### config.mk
export PLATFORM = sky130hd
export DESIGN_NAME = hexsel_top
export DESIGN_NICKNAME = d
export VERILOG_FILES = /design/src/rtl/hexsel_pkg.sv /design/src/rtl/hexsel_tracker.sv /design/src/rtl/hexsel_mode.sv /design/src/rtl/hexsel_top.sv
export SDC_FILE = /design/constraint.sdc
export NUM_CORES = 1
export LEC_CHECK = 0
export ABC_AREA = 1
export BUFFER_PORTS_ARGS = -buffer_cell sky130_fd_sc_hd__buf_2
export CAP_MARGIN = 20
export CORE_UTILIZATION = 50
export CTS_CLUSTER_SIZE = 8
export DETAILED_ROUTE_END_ITERATION = 8
export PLACE_DENSITY_LB_ADDON = 0.15
export RECOVER_POWER = 100
export SYNTH_ARGS = -nofsm -noshare
export SYNTH_HDL_FRONTEND = slang
export SYNTH_SLANG_ARGS = --single-unit
export TNS_END_PERCENT = 10
### constraint.sdc
create_clock -name clk -period 6.9 [get_ports clk]
set_input_delay 0.345 -clock clk [delete_from_list [all_inputs] [get_ports clk]]
set_output_delay 0.345 -clock clk [all_outputs]
set_load 0.05 [all_outputs]
### src/rtl/hexsel_pkg.sv
package hexsel_pkg;

    typedef enum logic [1:0] {
        TRK_STEADY    = 2'd0,
        TRK_STEP_UP   = 2'd1,
        TRK_STEP_DOWN = 2'd2
    } trk_state_t;

    typedef enum logic {
        MODE_3L = 1'b0,
        MODE_2L = 1'b1
    } mode_t;

    function automatic logic [2:0] hex_inc(input logic [2:0] h);
        return (h == 3'd5) ? 3'd0 : h + 3'd1;
    endfunction

    function automatic logic [2:0] hex_dec(input logic [2:0] h);
        return (h == 3'd0) ? 3'd5 : h - 3'd1;
    endfunction

endpackage

### src/rtl/hexsel_tracker.sv
module hexsel_tracker
    import hexsel_pkg::*;
#(
    parameter int SIX   = 512,
    parameter int ANG_W = $clog2(6 * SIX)
) (
    input  logic             clk,
    input  logic             rst_n,
    input  logic             strobe_i,
    input  logic [ANG_W-1:0] angle_i,
    output logic [2:0]       hex_o,
    output logic [ANG_W-1:0] rot_o,
    output trk_state_t       state_o,
    output logic             limited_o
);
    localparam int TURN = 6 * SIX;
    localparam int HALF = SIX / 2;
    localparam int SW   = ANG_W + 1;

    trk_state_t       st_q, st_d;
    logic [2:0]       pend_q;
    logic [2:0]       hex_q;
    logic [ANG_W-1:0] rot_q;
    logic             lim_q;

    logic [SW-1:0]    offset, wrapped;
    logic [ANG_W-1:0] rel;
    logic             fwd_half, go_up, go_down, jump;

    // rotate the reference into the frame of the pending hexagon
    always_comb begin
        offset  = SW'(SIX) * SW'(pend_q);
        wrapped = ({1'b0, angle_i} + SW'(TURN)) - offset;
        rel     = (wrapped >= SW'(TURN)) ? ANG_W'(wrapped - SW'(TURN))
                                         : ANG_W'(wrapped);
        fwd_half = rel < ANG_W'(TURN / 2);
        go_up    = fwd_half && (rel > ANG_W'(HALF));
        go_down  = !fwd_half && (rel < ANG_W'(TURN - HALF));
        jump     = (fwd_half && (rel > ANG_W'(3 * HALF))) ||
                   (!fwd_half && (rel < ANG_W'(TURN - 3 * HALF)));
        if (go_up)        st_d = TRK_STEP_UP;
        else if (go_down) st_d = TRK_STEP_DOWN;
        else              st_d = TRK_STEADY;
    end

    // state register
    always_ff @(posedge clk) begin
        if (!rst_n)        st_q <= TRK_STEADY;
        else if (strobe_i) st_q <= st_d;
    end

    // period outputs and pending hexagon
    always_ff @(posedge clk) begin
        if (!rst_n) begin
            pend_q <= 3'd0;
            hex_q  <= 3'd0;
            rot_q  <= '0;
            lim_q  <= 1'b0;
        end else if (strobe_i) begin
            hex_q <= pend_q;
            rot_q <= rel;
            lim_q <= jump;
            unique case (st_d)
                TRK_STEADY:    pend_q <= pend_q;
                TRK_STEP_UP:   pend_q <= hex_inc(pend_q);
                TRK_STEP_DOWN: pend_q <= hex_dec(pend_q);
                default:       pend_q <= pend_q;
            endcase
        end
    end

    assign hex_o     = hex_q;
    assign rot_o     = rot_q;
    assign state_o   = st_q;
    assign limited_o = lim_q;

    a_r2_hold: assert property (@(posedge clk) disable iff (!rst_n)
        !strobe_i |=> ($stable(hex_o) && $stable(rot_o) && $stable(state_o) && $stable(limited_o)));

    a_r5_up_advances: assert property (@(posedge clk) disable iff (!rst_n)
        (strobe_i && st_q == TRK_STEP_UP) |=> hex_o == hex_inc($past(hex_o)));

    a_r6_down_retreats: assert property (@(posedge clk) disable iff (!rst_n)
        (strobe_i && st_q == TRK_STEP_DOWN) |=> hex_o == hex_dec($past(hex_o)));

    a_r4_steady_keeps: assert property (@(posedge clk) disable iff (!rst_n)
        (strobe_i && st_q == TRK_STEADY) |=> $stable(hex_o));

    a_r7_limit_needs_step: assert property (@(posedge clk) disable iff (!rst_n)
        limited_o |-> state_o != TRK_STEADY);

    a_r8_hex_range: assert property (@(posedge clk) disable iff (!rst_n)
        hex_o <= 3'd5);

endmodule

### src/rtl/hexsel_mode.sv
module hexsel_mode
    import hexsel_pkg::*;
#(
    parameter int MI_W = 10,
    parameter int THR  = 320,
    parameter int HYST = 4
) (
    input  logic            clk,
    input  logic            rst_n,
    input  logic            strobe_i,
    input  logic [MI_W-1:0] mindex_i,
    output mode_t           mode_o
);
    localparam logic [MI_W-1:0] LO = MI_W'(THR - HYST);
    localparam logic [MI_W-1:0] HI = MI_W'(THR + HYST);

    mode_t mode_q, mode_d;

    always_comb begin
        mode_d = mode_q;
        unique case (mode_q)
            MODE_3L: if (mindex_i < LO)  mode_d = MODE_2L;
            MODE_2L: if (mindex_i >= HI) mode_d = MODE_3L;
            default: mode_d = MODE_3L;
        endcase
    end

    always_ff @(posedge clk) begin
        if (!rst_n)        mode_q <= MODE_3L;
        else if (strobe_i) mode_q <= mode_d;
    end

    assign mode_o = mode_q;

    a_r9_enter_2l: assert property (@(posedge clk) disable iff (!rst_n)
        (strobe_i && mindex_i < LO) |=> mode_o == MODE_2L);

    a_r9_enter_3l: assert property (@(posedge clk) disable iff (!rst_n)
        (strobe_i && mindex_i >= HI) |=> mode_o == MODE_3L);

    a_r9_band_keeps: assert property (@(posedge clk) disable iff (!rst_n)
        (strobe_i && mindex_i >= LO && mindex_i < HI) |=> $stable(mode_o));

    a_r2_mode_hold: assert property (@(posedge clk) disable iff (!rst_n)
        !strobe_i |=> $stable(mode_o));

endmodule

### src/rtl/hexsel_top.sv
module hexsel_top
    import hexsel_pkg::*;
#(
    parameter int SIX   = 512,
    parameter int MI_W  = 10,
    parameter int THR   = 320,
    parameter int HYST  = 4,
    parameter int ANG_W = $clog2(6 * SIX)
) (
    input  logic             clk,
    input  logic             rst_n,
    input  logic             strobe_i,
    input  logic [ANG_W-1:0] angle_i,
    input  logic [MI_W-1:0]  mindex_i,
    output logic [2:0]       hex_o,
    output logic [ANG_W-1:0] rot_angle_o,
    output logic             step_up_o,
    output logic             step_down_o,
    output logic             limited_o,
    output logic             mode_2l_o
);
    trk_state_t trk_st;
    mode_t      mode;

    hexsel_tracker #(.SIX(SIX), .ANG_W(ANG_W)) u_trk (
        .clk       (clk),
        .rst_n     (rst_n),
        .strobe_i  (strobe_i),
        .angle_i   (angle_i),
        .hex_o     (hex_o),
        .rot_o     (rot_angle_o),
        .state_o   (trk_st),
        .limited_o (limited_o)
    );

    hexsel_mode #(.MI_W(MI_W), .THR(THR), .HYST(HYST)) u_mode (
        .clk      (clk),
        .rst_n    (rst_n),
        .strobe_i (strobe_i),
        .mindex_i (mindex_i),
        .mode_o   (mode)
    );

    assign step_up_o   = (trk_st == TRK_STEP_UP);
    assign step_down_o = (trk_st == TRK_STEP_DOWN);
    assign mode_2l_o   = (mode == MODE_2L);

    a_r8_adjacent_only: assert property (@(posedge clk) disable iff (!rst_n)
        strobe_i |=> (hex_o == $past(hex_o) || hex_o == hex_inc($past(hex_o)) ||
                      hex_o == hex_dec($past(hex_o))));

    a_r5_r6_exclusive: assert property (@(posedge clk) disable iff (!rst_n)
        $onehot0({step_up_o, step_down_o}));

endmodule

==> flow_summary.ini <==
[worst_setup_path]
worstSetupEndpointType = register
cp_max_fo = 5
cp_data_arrival_time_ps = 3750
rrSetupSlack_ps = 3350
cp.required_ps = 7110
r2r_start = u_trk.pend_q[0]$_SDFFE_PN0P_
reg2regPathDepth = 22
reg2reg_to = u_trk.pend_q[0]$_SDFFE_PN0P_
worst-setup-path-type = register to register
start_kind = register

[timing]
finalCritPeriodShare_pct = 51.4
rsz0062_at_grt = false
relSlewSlack_pct = 11.7
finalSetupViolations = 0
final_max_slew_viol_count = 0
fin_skew_ps = 3.56
final_hold_viol_count = 0
final.min_clock_period_ps = 3550
setup_ws_ps = 3350
timing.fmax_ghz = 0.282
holdWs_ps = 251
fin_setup_tns_ps = 0
tightestPinTransition_ps = 1330

[outcome]
status = finished clean

[yosys]
ys_ff_latch = 22
synth_nets = 372
synth_cell_types = 30
yosysWarnings = 0
syn_area_mm2 = 0.00203
ys_seq_area_share_pct = 21.7
syn_area_per_cell_um2 = 6.13
netlist_instances = 331
synth_top_area_cell = dfxtp_1
synth_top_area_share_pct = 21.7
synth_area_leaders = dfxtp_1 (22%), nand2_1 (14%), inv_1 (13%)

[clock_network]
post_cts_resized = 0
cts_tree = yes
cts_num_sinks = 22
ctsHtreeMaxLevel = 1
clk_pin_slew_worst_paths_ps = 80
postCtsHoldBufs = 0
cts-root-buf = clkbuf_8
ctsLongestPathBuffers = 2
numCtsBuffers = 3
post_cts_buffers = 0
insertion_delay_ps = 270

[worst_hold_path]
whs_path_depth = 2
min_path_type = input pin to register
hold_start = mindex_i[8]
whs_endpoint = u_mode.mode_o$_SDFFE_PN0P_

[routing]
first_pass_iters = 4
vias = 1973
wl_per_cell_um = 9.41
vias_per_cell = 4.72
totalWireLength_um = 3930
drc = 0
antenna_left = 0
drt_iter0_drc = 65

[die]
die_w_um = 65.7
core_mm2 = 0.00377
rows = 22
die_area_mm2 = 0.00432
io_pins = 44
die_h_um = 65.7
start_util_pct = 53.8

[placed_design]
place_ws_ps = 3790
dpl.hpwl_um = 3200
port_buffers = 41
gp_congestion = 0.808
dpl-instance-area_mm2 = 0.00226

[global_routing]
antenna_found_initial = 0
grt_pass1_vias = 1799
grt.overflow.total = 0
grt_max_degree = 38
grt_pass1_wl_um = 7140
grt_usage_pct = 20.3

[cells_and_area]
n_antenna_cell = 0
num-fill-cells = 405
drive_above_1_share_pct = 13.2
layout.nets = 412
synthToLayoutAreaGrowth_pct = 11.2
postLayoutCellArea_mm2 = 0.00226

[power_and_ir_drop]
power_leakage_nw = 1.30
vdd_drop_max_v = 0.000179
power.density_mw_per_mm2 = 374

[flow_run]
max-cap-violations = 0
cells by family (layout without fill, tap and decap cells):
| logic type | after synthesis | after routing | synth area share [%] |
|---|---|---|---|
| simple gates | 169 | 169 | 39.9 |
| buf+inv | 80 | 119 | 15.3 |
| fa+ha+maj | 16 | 16 | 9.86 |
| xor+xnor | 3 | 3 | 1.29 |
| compound gates | 41 | 41 | 12.0 |
| flops | 22 | 22 | 21.7 |
synthesized netlist by cell type:
| master | n |
|---|---|
| a21oi_4 | 1 |
| nor2_1 | 35 |
| o21bai_1 | 1 |
| nor4_1 | 1 |
| inv_1 | 71 |
| a211oi_1 | 1 |
| a21oi_1 | 15 |
| o21ai_1 | 1 |
| xor2_1 | 2 |
| nor2_4 | 1 |
| nand3_2 | 5 |
| dfxtp_1 | 22 |
| nand4_1 | 5 |
| o211ai_1 | 7 |
| nor3_1 | 1 |
| o22ai_1 | 1 |
| inv_4 | 1 |
| nand2_2 | 15 |
| nand2_4 | 6 |
| buf_4 | 2 |
| nand3b_1 | 2 |
| o21ai_0 | 13 |
| inv_2 | 2 |
| ha_1 | 16 |
| clkbuf_1 | 4 |
| nand3_1 | 18 |
| a21o_1 | 1 |
| xnor2_1 | 1 |
| nand2_1 | 77 |
| nor2_2 | 3 |
where the power goes:
part / total (mW) / switching, mW / leakage [nW] / internal (mW)
Clock: 0.0949 / 0.0439 / 0.0288 / 0.0509
Combinational: 0.580 / 0.398 / 1.08 / 0.182
Sequential: 0.169 / 0.0165 / 0.183 / 0.153
Total: 0.844 / 0.459 / 1.30 / 0.386
metal layers:
metal  up-vias  GRT usage, %  routed length [um]
li1       1098             -                   -
met1       843          25.3                1960
met2        30          36.4                1820
met3         2          4.17                 147
met4         0          2.45                   9
met5         -             0                   0
cells in the final DEF (no fill, tap or decap), types with 3 or more instances in the layout:
| cell | Yosys | final |
|---|---|---|
| a21oi_1 | 15 | 15 |
| buf_2 | 0 | 20 |
| clkbuf_1 | 4 | 21 |
| clkbuf_8 | 0 | 4 |
| dfxtp_1 | 22 | 22 |
| ha_1 | 16 | 16 |
| inv_1 | 71 | 71 |
| nand2_1 | 77 | 83 |
| nand2_2 | 15 | 10 |
| nand2_4 | 6 | 5 |
| nand3_1 | 18 | 21 |
| nand4_1 | 5 | 5 |
| nor2_1 | 35 | 35 |
| nor2_2 | 3 | 3 |
| o211ai_1 | 7 | 7 |
| o21ai_0 | 13 | 13 |
final cells by class:
| class | count | area, um^2 | area share, % |
|---|---|---|---|
| Inverter | 74 | 279 | 12.4 |
| Timing Repair Buffer | 41 | 179 | 7.93 |
| Tap cell | 48 | 60.1 | 2.66 |
| Sequential cell | 22 | 440 | 19.5 |
| Multi-Input combinational cell | 229 | 1240 | 55.1 |
| Clock buffer | 4 | 55.1 | 2.44 |
worst max-delay path by stage:
stage                                  from                            to  slack, ps
4_1_cts        u_trk.pend_q[0]$_SDFFE_PN0P_  u_trk.pend_q[1]$_SDFFE_PN0P_       3760
5_1_grt        u_trk.pend_q[0]$_SDFFE_PN0P_  u_trk.pend_q[0]$_SDFFE_PN0P_       2880
6_report       u_trk.pend_q[0]$_SDFFE_PN0P_  u_trk.pend_q[0]$_SDFFE_PN0P_       3350
3_5_place_dp   u_trk.pend_q[0]$_SDFFE_PN0P_  u_trk.pend_q[1]$_SDFFE_PN0P_       3790
3_3_place_gp   u_trk.pend_q[0]$_SDFFE_PN0P_  u_trk.pend_q[1]$_SDFFE_PN0P_       3790
2_1_floorplan  u_trk.pend_q[0]$_SDFFE_PN0P_  u_trk.pend_q[0]$_SDFFE_PN0P_       4190
through the flow:
step,utilization (%),power (mW),std cells
after detailed placement,60.1,0.796,414
after floorplan,-,0.693,331
after global placement,60.1,0.786,414
after global routing,59.9,0.932,418
final,59.9,0.844,418
after CTS,61.5,0.894,418
critical path: stages (launching register included):
cell        delay (ps)
dfxtp_1            400
inv_1              120
ha_1               290
ha_1               350
nand2_1             90
nor2_1             160
nand3_1            130
nand3_1            110
nand2_1             50
nand2_1            150
ha_1               190
inv_1               50
nor2_2              90
nand2_1            140
nand2_4            110
nand2_1             70
nand2_1            160
clkinvlp_2         260
nand3_1            160
nand3_1            130
nand2_1            130
nand2_1             50
nor2_1             110
state kept, by name, indices dropped and copies added, names as in the netlist:
signal,count
u_trk.pend_q,3
u_trk.hex_o,3
u_trk.state_o,2
u_trk.rot_o,12
u_trk.limited_o,1
u_mode.mode_o,1
(Power assumes the default switching activity.)
